`config.mk`:
```
export PLATFORM = sky130hd
export DESIGN_NAME = ataCfgHandler
export DESIGN_NICKNAME = d
export VERILOG_FILES = /design/src/rtl/ataCfgPkg.sv /design/src/rtl/ataCfgCtrl.sv /design/src/rtl/ataCfgDatapath.sv /design/src/rtl/ataCfgHandler.sv
export SDC_FILE = /design/constraint.sdc
export NUM_CORES = 1
export LEC_CHECK = 0
export BUFFER_PORTS_ARGS = -buffer_cell sky130_fd_sc_hd__buf_4
export CORE_MARGIN = 2
export CORE_UTILIZATION = 40
export DETAILED_ROUTE_END_ITERATION = 7
export GPL_TIMING_DRIVEN = 0
export RECOVER_POWER = 100
export SLEW_MARGIN = 20
export SYNTH_ARGS = -nofsm -noshare
export SYNTH_HDL_FRONTEND = slang
export SYNTH_SLANG_ARGS = --single-unit
```
`constraint.sdc`:
```
create_clock -name clk -period 2.7 [get_ports clk]
set_clock_uncertainty 0.2 [all_clocks]
set_input_delay 0.135 -clock clk [delete_from_list [all_inputs] [get_ports clk]]
set_output_delay 0.135 -clock clk [all_outputs]
set_load 0.02 [all_outputs]
```
`src/rtl/ataCfgPkg.sv`:
```
package ataCfgPkg;

  localparam logic [7:0] OP_SET_MULTI = 8'hC6;
  localparam logic [7:0] OP_SET_FEAT  = 8'hEF;
  localparam logic [7:0] FEAT_XFER    = 8'h03;
  localparam logic [7:0] FEAT_APM     = 8'h05;
  localparam logic [4:0] XFER_TAG_MW  = 5'b00100;
  localparam logic [4:0] XFER_TAG_UD  = 5'b01000;

  typedef enum logic [1:0] {
    XFER_NONE  = 2'd0,
    XFER_MWDMA = 2'd1,
    XFER_UDMA  = 2'd2
  } xferClass_e;

  // strobes from control to datapath
  typedef struct packed {
    logic accept;   // command taken this cycle
    logic busy;     // busy phase in progress
    logic commit;   // last busy cycle: apply the result
  } ctrlStrobe_t;

endpackage

```
`src/rtl/ataCfgCtrl.sv`:
```
module ataCfgCtrl
  import ataCfgPkg::*;
#(
  parameter int BUSY_CYCLES = 3
) (
  input  logic        clk,
  input  logic        rstN,
  input  logic        cmdWrEn,
  input  logic        statusRdEn,
  output ctrlStrobe_t strobe,
  output logic        bsy,
  output logic        drdy,
  output logic        intrq
);

  localparam int CNT_W = (BUSY_CYCLES > 1) ? $clog2(BUSY_CYCLES) : 1;
  localparam logic [CNT_W-1:0] CNT_LOAD = CNT_W'(BUSY_CYCLES - 1);

  logic [CNT_W-1:0] busyCnt;
  logic             accept;
  logic             commit;

  assign accept = cmdWrEn && !bsy;
  assign commit = bsy && (busyCnt == '0);

  always_comb begin
    strobe.accept = accept;
    strobe.busy   = bsy;
    strobe.commit = commit;
  end

  always_ff @(posedge clk) begin
    if (!rstN) begin
      bsy     <= 1'b0;
      busyCnt <= '0;
      intrq   <= 1'b0;
      drdy    <= 1'b0;
    end else begin
      drdy <= 1'b1;
      if (accept) begin
        bsy     <= 1'b1;
        busyCnt <= CNT_LOAD;
        intrq   <= 1'b0;
      end else if (commit) begin
        bsy   <= 1'b0;
        intrq <= 1'b1;
      end else begin
        if (bsy) busyCnt <= busyCnt - 1'b1;
        if (statusRdEn) intrq <= 1'b0;
      end
    end
  end

  // an idle command write starts the busy phase
  p_busy_start_r2: assert property (@(posedge clk) disable iff (!rstN)
    (cmdWrEn && !bsy) |=> bsy);

  // the interrupt is up in the cycle busy ends
  p_irq_on_done_r2: assert property (@(posedge clk) disable iff (!rstN)
    $fell(bsy) |-> intrq);

  // a busy-time write does not reload the counter
  p_no_reload_r3: assert property (@(posedge clk) disable iff (!rstN)
    (bsy && !commit) |=> (busyCnt == $past(busyCnt) - 1'b1));

  // a status read while idle drops the request
  p_ack_clears_r4: assert property (@(posedge clk) disable iff (!rstN)
    (statusRdEn && !commit) |=> !intrq);

endmodule

```
`src/rtl/ataCfgDatapath.sv`:
```
module ataCfgDatapath
  import ataCfgPkg::*;
#(
  parameter int MAX_BLOCK_LOG2 = 5,
  parameter int MAX_MW_MODE    = 2,
  parameter int MAX_UDMA_MODE  = 4
) (
  input  logic                    clk,
  input  logic                    rstN,
  input  logic                    featWrEn,
  input  logic                    cntWrEn,
  input  logic [7:0]              wrData,
  input  ctrlStrobe_t             strobe,
  output logic                    err,
  output logic                    abrt,
  output logic                    multiEn,
  output logic [MAX_BLOCK_LOG2:0] multiCount,
  output xferClass_e              xferClass,
  output logic [2:0]              xferMode,
  output logic                    apmEn,
  output logic [7:0]              apmLevel,
  output logic                    apmStandby
);

  localparam int CNT_W = MAX_BLOCK_LOG2 + 1;

  logic [7:0] featReg, cntReg;
  logic [7:0] cmdSnap, featSnap, cntSnap;

  // supported block sizes: 2^1 .. 2^MAX_BLOCK_LOG2
  logic [MAX_BLOCK_LOG2:1] blockHit;
  logic                    blockOk;
  for (genvar g = 1; g <= MAX_BLOCK_LOG2; g++) begin : gBlock
    assign blockHit[g] = (cntSnap == 8'(1 << g));
  end
  assign blockOk = |blockHit;

  logic             nMultiEn, nApmEn, badCmd;
  logic [CNT_W-1:0] nMultiCount;
  xferClass_e       nXferClass;
  logic [2:0]       nXferMode;
  logic [7:0]       nApmLevel;

  always_comb begin
    nMultiEn    = multiEn;
    nMultiCount = multiCount;
    nXferClass  = xferClass;
    nXferMode   = xferMode;
    nApmEn      = apmEn;
    nApmLevel   = apmLevel;
    badCmd      = 1'b0;
    case (cmdSnap)
      OP_SET_MULTI: begin
        if (blockOk) begin
          nMultiEn    = 1'b1;
          nMultiCount = CNT_W'(cntSnap);
        end else begin
          nMultiEn    = 1'b0;
          nMultiCount = '0;
          badCmd      = (cntSnap > 8'd1);
        end
      end
      OP_SET_FEAT: begin
        case (featSnap)
          FEAT_XFER: begin
            if (cntSnap[7:3] == XFER_TAG_MW && cntSnap[2:0] <= 3'(MAX_MW_MODE)) begin
              nXferClass = XFER_MWDMA;
              nXferMode  = cntSnap[2:0];
            end else if (cntSnap[7:3] == XFER_TAG_UD && cntSnap[2:0] <= 3'(MAX_UDMA_MODE)) begin
              nXferClass = XFER_UDMA;
              nXferMode  = cntSnap[2:0];
            end else begin
              badCmd = 1'b1;
            end
          end
          FEAT_APM: begin
            if (cntSnap != 8'h00 && cntSnap != 8'hFF) begin
              nApmEn    = 1'b1;
              nApmLevel = cntSnap;
            end else begin
              badCmd = 1'b1;
            end
          end
          default: badCmd = 1'b1;
        endcase
      end
      default: badCmd = 1'b1;
    endcase
  end

  always_ff @(posedge clk) begin
    if (!rstN) begin
      featReg    <= '0;
      cntReg     <= '0;
      cmdSnap    <= '0;
      featSnap   <= '0;
      cntSnap    <= '0;
      err        <= 1'b0;
      abrt       <= 1'b0;
      multiEn    <= 1'b0;
      multiCount <= '0;
      xferClass  <= XFER_NONE;
      xferMode   <= '0;
      apmEn      <= 1'b0;
      apmLevel   <= '0;
    end else begin
      if (featWrEn) featReg <= wrData;
      if (cntWrEn)  cntReg  <= wrData;
      if (strobe.accept) begin
        cmdSnap  <= wrData;
        featSnap <= featReg;
        cntSnap  <= cntReg;
        err      <= 1'b0;
        abrt     <= 1'b0;
      end else if (strobe.commit) begin
        err        <= badCmd;
        abrt       <= badCmd;
        multiEn    <= nMultiEn;
        multiCount <= nMultiCount;
        xferClass  <= nXferClass;
        xferMode   <= nXferMode;
        apmEn      <= nApmEn;
        apmLevel   <= nApmLevel;
      end
    end
  end

  assign apmStandby = apmEn && (apmLevel < 8'h80);

  // an abort always carries the error bit
  p_abrt_with_err_r7: assert property (@(posedge clk) disable iff (!rstN)
    abrt |-> err);

  // an enabled multiple count is a supported power of two
  p_multi_legal_r5: assert property (@(posedge clk) disable iff (!rstN)
    multiEn |-> ($countones(multiCount) == 1 && !multiCount[0]));

  // a stored level is never a reserved code
  p_apm_legal_r10: assert property (@(posedge clk) disable iff (!rstN)
    apmEn |-> (apmLevel != 8'h00 && apmLevel != 8'hFF));

  // settings hold during the busy phase
  p_hold_busy_r13: assert property (@(posedge clk) disable iff (!rstN)
    (strobe.busy && !strobe.commit) |=>
      $stable({multiEn, multiCount, xferClass, xferMode, apmEn, apmLevel}));

  // acceptance clears the error flags
  p_err_clear_r13: assert property (@(posedge clk) disable iff (!rstN)
    strobe.accept |=> (!err && !abrt));

endmodule

```
`src/rtl/ataCfgHandler.sv`:
```
module ataCfgHandler
  import ataCfgPkg::*;
#(
  parameter int BUSY_CYCLES    = 3,
  parameter int MAX_BLOCK_LOG2 = 5,
  parameter int MAX_MW_MODE    = 2,
  parameter int MAX_UDMA_MODE  = 4
) (
  input  logic                    clk,
  input  logic                    rstN,
  input  logic                    cmdWrEn,
  input  logic                    featWrEn,
  input  logic                    cntWrEn,
  input  logic [7:0]              wrData,
  input  logic                    statusRdEn,
  output logic                    bsy,
  output logic                    drdy,
  output logic                    err,
  output logic                    abrt,
  output logic                    intrq,
  output logic                    multiEn,
  output logic [MAX_BLOCK_LOG2:0] multiCount,
  output logic [1:0]              xferClass,
  output logic [2:0]              xferMode,
  output logic                    apmEn,
  output logic [7:0]              apmLevel,
  output logic                    apmStandby
);

  ctrlStrobe_t strobe;
  xferClass_e  xferClassInt;

  ataCfgCtrl #(.BUSY_CYCLES(BUSY_CYCLES)) u_ctrl (
    .clk        (clk),
    .rstN       (rstN),
    .cmdWrEn    (cmdWrEn),
    .statusRdEn (statusRdEn),
    .strobe     (strobe),
    .bsy        (bsy),
    .drdy       (drdy),
    .intrq      (intrq)
  );

  ataCfgDatapath #(
    .MAX_BLOCK_LOG2 (MAX_BLOCK_LOG2),
    .MAX_MW_MODE    (MAX_MW_MODE),
    .MAX_UDMA_MODE  (MAX_UDMA_MODE)
  ) u_dp (
    .clk        (clk),
    .rstN       (rstN),
    .featWrEn   (featWrEn),
    .cntWrEn    (cntWrEn),
    .wrData     (wrData),
    .strobe     (strobe),
    .err        (err),
    .abrt       (abrt),
    .multiEn    (multiEn),
    .multiCount (multiCount),
    .xferClass  (xferClassInt),
    .xferMode   (xferMode),
    .apmEn      (apmEn),
    .apmLevel   (apmLevel),
    .apmStandby (apmStandby)
  );

  assign xferClass = xferClassInt;

endmodule

```
==> flow_summary_export.csv, run 1 <==
group,metric,value,unit
cells_and_area,final_nets,389,
cells_and_area,antennaDiodeCount,0,
cells_and_area,nFillCells,756,
pwr,power_density,600,nW/um2
global_route,grt_overflow,0,
place,place_congestion,0.805,
worst_setup_path,critical_path_class,"register to register",
worst_setup_path,crit_required,2.73,ns
place,placed_area,3300,um2
logic_synthesis,yosys_register_bits,67,
timing,fin_ws,0.240,ns
floorplanning,die_h,89.1,um
worst_setup_path,worstReg2RegStart,"u_ctrl.busyCnt[0]",
timing,post-route-min-period,2.46,ns
timing,hold_violations,0,
routing,wl,6610,um
routing,route.detailed.drc,0,
timing,setup_viol,0,
cells_and_area,drive_above_1_share,9.76,%
floorplanning,dieArea,7930,um2
logic_synthesis,yosysTopAreaCellShare,46.3,%
clocking,numCtsBuffers,9,
min_path,hold_class,"input port to register",
logic_synthesis,async_flop_share,0,%
worst_setup_path,worstRegToRegCells,8,
timing,worst_slew_pin_slew,0.619,ns
place,post-place-ws,0.185,ns
logic_synthesis,synth_seq_area_share,46.3,%
routing,drtAntennaViolNets,0,
logic_synthesis,synth_compound_area_share,13.5,%
logic_synthesis,yosys.area_share.simple,24.7,%
worst_setup_path,endpoint_kind,"register",
clocking,post_cts_buffers,0,
floorplanning,pin_count,41,
clocking,clk_latency,0.34,ns
floorplanning,die_w,89.1,um
clocking,cts_tree,"built",
place,dp_hpwl,4600,um
logic_synthesis,synthMuxAreaShare,9.73,%
routing,drt_first_pass_iters,4,
logic_synthesis,synth-xor-area-share,0.908,%
logic_synthesis,synth_area,2890,um2
routing,vias,2297,
global_route,antenna_found_initial,0,
pwr,power.leakage,1.24,nW
place,placement.io_buffers,38,
routing,drtIter0Drc,94,
run_status,outcome,"finished, final reports clean",
timing,max_freq,0.407,GHz
logic_synthesis,ys.flop_type,"dfxtp_1",
worst_setup_path,critPathArrivalTime,2.49,ns
worst_setup_path,crit_start,"u_ctrl.busyCnt[0]",
worst_setup_path,rr_endpoint,"u_dp.apmLevel[5]",
logic_synthesis,ys_warn_count,0,
floorplanning,row_count,31,
timing,min_period_over_period,91.1,%
timing,hold_slack,0.180,ns
routing,post_drt_wl_per_cell,13.8,um
cells_and_area,final_cell_area,3500,um2
logic_synthesis,synth_largest_area_cell,"dfxtp_1",
worst_setup_path,cp_max_fo,9,
global_route,grt_max_degree,14,
global_route,grt.total_usage,17.5,%
logic_synthesis,syn-num-nets,328,
clocking,root_buffer,"clkbuf_8",
cells_and_area,area_growth,21.1,%
global_route,grt_pass1_wl,10300,um
timing,rsz0062_at_grt,"no",
logic_synthesis,synth_edf_count,0,
routing,viasPerCell,4.81,
logic_synthesis,synth_area_leaders,"dfxtp_1, mux2i_1, nand2_1",
worst_setup_path,reg2reg_slack,0.24,ns
pwr,ir_drop,241,uV
clocking,cts.path.max_buffers,2,
clocking,cts_max_level,3,
timing,slew_headroom,58.7,%
logic_synthesis,synth.avg_cell_area,9.25,um2
logic_synthesis,netlist_instances,313,
timing,drv_slew,0,
clocking,clk_pin_slew,0.08,ns
global_route,grt_pass1_vias,2087,
logic_synthesis,synthAdderAreaFrac,0.432,%
job,maxCapViolCount,0,
floorplanning,coreArea,7140,um2
floorplanning,start_util,40.6,%
worst_setup_path,start_kind,"register",
logic_synthesis,synth_cell_types,43,
logic_synthesis,synth_top_family_by_area,"simple AND/OR/NAND/NOR gates",
clocking,clock-sinks,67,
timing,timing.setup.tns,0,ns
worst_setup_path,endpoint,"u_dp.apmLevel[5]",
-- area by class of cell --
type                            count  area [um2]  area share [%]
Sequential cell                    67        1340            38.3
Multi-Input combinational cell    218        1410            40.2
Clock buffer                        9         124            3.54
Inverter                            4        15.0           0.429
Clock inverter                      7        76.3            2.18
Buffer                             24         110            3.14
Tap cell                           99         124            3.54
Timing Repair Buffer               50         304            8.68
-- how the worst min path moves through the flow --
stage          startpoint  depth (start not counted)              end
2_1_floorplan        rstN                          0      u_ctrl.drdy
3_5_place_dp         rstN                          1      u_ctrl.drdy
5_1_grt          featWrEn                          3  u_dp.featReg[4]
6_report          cntWrEn                          3   u_dp.cntReg[2]
3_3_place_gp         rstN                          1      u_ctrl.drdy
4_1_cts           cntWrEn                          3   u_dp.cntReg[2]
-- cells in the mapped netlist (all sizes together) (2+ instances only) --
| library cell | number |
|---|---|
| dfxtp | 67 |
| nand2 | 58 |
| nor2b | 34 |
| a21boi | 31 |
| mux2i | 27 |
| clkbuf | 19 |
| nor2 | 8 |
| nor3b | 6 |
| buf | 5 |
| nand3 | 5 |
| nor3 | 5 |
| inv | 4 |
| nand2b | 4 |
| nor4 | 4 |
| o21ai | 4 |
| a21oi | 3 |
| nand4 | 3 |
| and3 | 2 |
| nand4b | 2 |
| o21a | 2 |
| o31ai | 2 |
| or3 | 2 |
| xnor2 | 2 |
-- critical path, stage by stage, from the launching register on --
cell     delay (ns)
dfxtp_1        0.32
inv_1          0.08
ha_1           0.29
and2_1         0.19
nand4_1        0.31
nor4_2         0.42
buf_4          0.26
mux2i_1        0.21
nor2b_1        0.06
-- cells by family after synthesis --
logic type,count (synthesis)
and+or+nand+nor,137
buffers and inverters,28
AOI/OAI and AO/OA,49
muxes,28
DFF,67
adders and majority gates,1
xor gates and xnor gates,3
-- registers in the layout (all words and copies together), names as in the netlist --
| register | cells |
|---|---|
| u_dp.err | 1 |
| u_ctrl.drdy | 1 |
| u_dp.xferClass | 2 |
| u_ctrl.bsy | 1 |
| u_dp.multiCount | 6 |
| u_dp.apmEn | 1 |
| u_dp.featSnap | 8 |
| u_ctrl.intrq | 1 |
| u_dp.cntSnap | 8 |
| u_dp.apmLevel | 8 |
| u_dp.xferMode | 3 |
| u_dp.multiEn | 1 |
| u_dp.cmdSnap | 8 |
| u_ctrl.busyCnt | 2 |
| u_dp.featReg | 8 |
| u_dp.cntReg | 8 |
-- routing by layer --
metal | GRT usage, % | wire length (um) | share of wire, %
met3 | 4.16 | 217 | 3.3
met2 | 27.5 | 3060 | 46
met1 | 23.3 | 3200 | 48
met4 | 7.06 | 135 | 2.0
met5 | 0 | 0 | 0
-- metrics by stage --
step	utilization, %	instances	power [mW]
after floorplan	-	313	1.21
after global placement	46.3	450	1.27
after detailed placement	46.3	450	1.28
after CTS	50.8	478	2.13
after global routing	49.1	478	2.19
final	49.1	478	2.10
-- power breakdown --
group	total (mW)	internal [mW]	switching [mW]
Combinational	0.210	0.0937	0.117
Clock	0.846	0.431	0.415
Sequential	1.05	1.02	0.0222
-- placed cells by master, fill, tap and decap left out, types with 2 or more instances in the layout --
cell / n
a21boi_0: 30
a21oi_1: 3
and3_1: 2
buf_4: 11
clkbuf_1: 46
clkbuf_4: 3
clkbuf_8: 9
clkinv_4: 2
clkinvlp_4: 2
dfxtp_1: 67
dlygate4sd3_1: 12
inv_1: 4
mux2i_1: 27
nand2_1: 58
nand2b_1: 4
nand3_1: 5
nand4_1: 3
nand4b_1: 2
nor2_1: 8
nor2b_1: 34
nor3_1: 5
nor3b_1: 6
nor4_1: 3
o21a_1: 2
o21ai_0: 4
or3_1: 2
xnor2_1: 2
-- timing repair --
item | CTS | global route
endpoints found under the hold margin | 28 | 0
endpoints found under the setup margin | 0 | 1
gates resized for setup | 0 | 1
hold buffers | 12 | 0
No activity file was read; power rests on OpenSTA's default activity.
==> run 2, diff against run 1 <==
--- a/config.mk
+++ b/config.mk
@@ -6,10 +6,13 @@
 export NUM_CORES = 1
 export LEC_CHECK = 0
 export BUFFER_PORTS_ARGS = -buffer_cell sky130_fd_sc_hd__buf_4
+export CELL_PAD_IN_SITES_DETAIL_PLACEMENT = 1
+export CELL_PAD_IN_SITES_GLOBAL_PLACEMENT = 1
 export CORE_MARGIN = 2
 export CORE_UTILIZATION = 40
 export DETAILED_ROUTE_END_ITERATION = 7
 export GPL_TIMING_DRIVEN = 0
+export PLACE_DENSITY_LB_ADDON = 0.1
 export RECOVER_POWER = 100
 export SLEW_MARGIN = 20
 export SYNTH_ARGS = -nofsm -noshare
==> run 2 against run 1 <==
  * Cell area fell by 0.93%
  * Core utilization fell by 0.46 points
  * Register-to-register slack got worse by 0.02 ns
  * Highest routed layer unchanged
  * Global-route usage rose by 1.7 points
  * Die area unchanged
  * Sequential share of layout area up 0.36 points
  * Critical path type unchanged
  * Critical path depth unchanged
  * Combinational power is 3% higher
  * First-iteration DRC count shrank 13%
  * Sequential power hardly changed
  * Setup slack worse by 0.024 ns
  * Largest cell class unchanged
==> flow_summary_export.csv, run 2 (synthesized netlist as in run 1, its figures left out) <==
group,metric,value,unit
worst_setup_path,critical_path_class,"register to register",
cells_and_area,final_nets,389,
worst_setup_path,reg2reg_slack,0.22,ns
floorplanning,start_util,40.6,%
timing,max_freq,0.403,GHz
worst_setup_path,critPathArrivalTime,2.51,ns
job,maxCapViolCount,0,
clocking,cts_tree,"built",
floorplanning,die_w,89.1,um
global_route,grt.total_usage,19.3,%
routing,vias,2342,
clocking,root_buffer,"clkbuf_8",
global_route,grtUsageMet1,24.6,%
clocking,cts_max_level,3,
pwr,power.leakage,1.22,nW
global_route,grt_max_degree,11,
routing,drtIter0Drc,82,
place,dp_hpwl,5140,um
global_route,use_met3,4.43,%
global_route,grt_pass1_vias,2194,
worst_setup_path,worstReg2RegStart,"u_ctrl.busyCnt[0]",
routing,post_drt_wl_per_cell,15.4,um
routing,route.detailed.drc,0,
clocking,cts.path.max_buffers,2,
timing,post-route-min-period,2.48,ns
worst_setup_path,crit_required,2.72,ns
run_status,outcome,"finished, final reports clean",
floorplanning,die_h,89.1,um
worst_setup_path,rr_endpoint,"u_dp.apmLevel[6]",
place,post-place-ws,0.177,ns
timing,fin_ws,0.216,ns
routing,wl,7340,um
floorplanning,row_count,31,
routing,viasPerCell,4.92,
cells_and_area,area_growth,19.9,%
cells_and_area,antennaDiodeCount,0,
cells_and_area,final_cell_area,3470,um2
min_path,hold_class,"input port to register",
global_route,antenna_found_initial,0,
cells_and_area,layout_commonest_cell,"dfxtp_1",
clocking,clock-sinks,67,
min_path,holdPathEnd,"u_dp.cntReg[1]",
min_path,worstHoldStart,"cntWrEn",
timing,rsz0062_at_grt,"no",
clocking,clk_pin_slew,0.07,ns
cells_and_area,drive_above_1_share,9.02,%
floorplanning,coreArea,7140,um2
pwr,ir_drop,325,uV
routing,drtAntennaViolNets,0,
clocking,post_cts_buffers,0,
global_route,grt.busiest_layer,"met2",
worst_setup_path,endpoint_kind,"register",
pwr,power_density,575,nW/um2
timing,min_period_over_period,92.0,%
timing,slew_headroom,56.4,%
cells_and_area,nFillCells,875,
timing,setup_viol,0,
routing,drt_first_pass_iters,4,
place,place_congestion,0.822,
place,placement.io_buffers,38,
global_route,met2_usage,31.5,%
global_route,grt_overflow,0,
timing,worst_slew_pin_slew,0.654,ns
worst_setup_path,worstRegToRegCells,8,
clocking,clk_latency,0.33,ns
worst_setup_path,cp_max_fo,9,
worst_setup_path,start_kind,"register",
timing,timing.setup.tns,0,ns
global_route,grt_pass1_wl,11200,um
min_path,whs_path_depth,3,
floorplanning,dieArea,7930,um2
floorplanning,pin_count,41,
timing,hold_violations,0,
cells_and_area,final_cell_mix,"dfxtp_1, nand2_1, clkbuf_1",
timing,drv_slew,0,
place,placed_area,3300,um2
clocking,numCtsBuffers,9,
## run 2: per-stage QoR
step                util (%)  instances  power [mW]  hold slack [ns]
global placement        46.3        450        1.28           0.0792
global route            48.6        476        2.10            0.212
CTS                     50.3        476        2.04            0.177
finish                  48.6        476        2.00            0.193
floorplan                  -        313        1.21          -0.0373
detailed placement      46.3        450        1.28           0.0792
## run 2: worst max-delay path: stages (launching register included)
cell	delay, ns
dfxtp_1	0.32
inv_1	0.07
ha_1	0.29
and2_0	0.21
nand4_1	0.33
nor4_2	0.42
buf_4	0.26
mux2i_1	0.20
nor2b_1	0.06
## run 2: worst max path at each step
stage                            from          endpoint  slack [ns]  depth (start not counted)
floorplan           u_ctrl.busyCnt[0]  u_dp.apmLevel[2]        0.63                          8
global placement    u_ctrl.busyCnt[0]  u_dp.apmLevel[3]        0.19                          8
detailed placement  u_ctrl.busyCnt[0]  u_dp.apmLevel[2]        0.18                          8
CTS                 u_ctrl.busyCnt[0]  u_dp.apmLevel[2]        0.13                          8
global route        u_ctrl.busyCnt[1]  u_dp.apmLevel[2]        0.03                          8
finish              u_ctrl.busyCnt[0]  u_dp.apmLevel[6]        0.22                          8
## run 2: routing by layer
metal	vias to the layer above	wire (um)	share of wire, %
li1	1173	-	-
met1	1112	3450	47
met2	47	3580	49
met3	10	197	2.7
met4	0	109	1.5
met5	-	0	0
## run 2: final cells by class
cell class              instances  area [um2]  share of cell area (%)
plain buffers                  24         110                    3.17
clock buffers                  12         155                    4.47
clock inverters                 2        12.5                   0.360
inverters                       4        15.0                   0.433
multi-input cells             218        1410                    40.6
flip-flops and latches         67        1340                    38.6
well taps                      99         124                    3.57
repair buffers                 50         304                    8.76
## run 2: report_power, final
part           internal [mW]  switching (mW)
Combinational         0.0935           0.122
Clock                  0.372           0.362
Sequential              1.02          0.0223
## run 2: timing repair
| item | 4_1_cts | 5_1_grt |
|---|---|---|
| hold buffers | 12 | 0 |
| gates resized for setup | 0 | 1 |
| endpoints found under the setup margin | 0 | 1 |
| hold endpoints to repair | 28 | 0 |
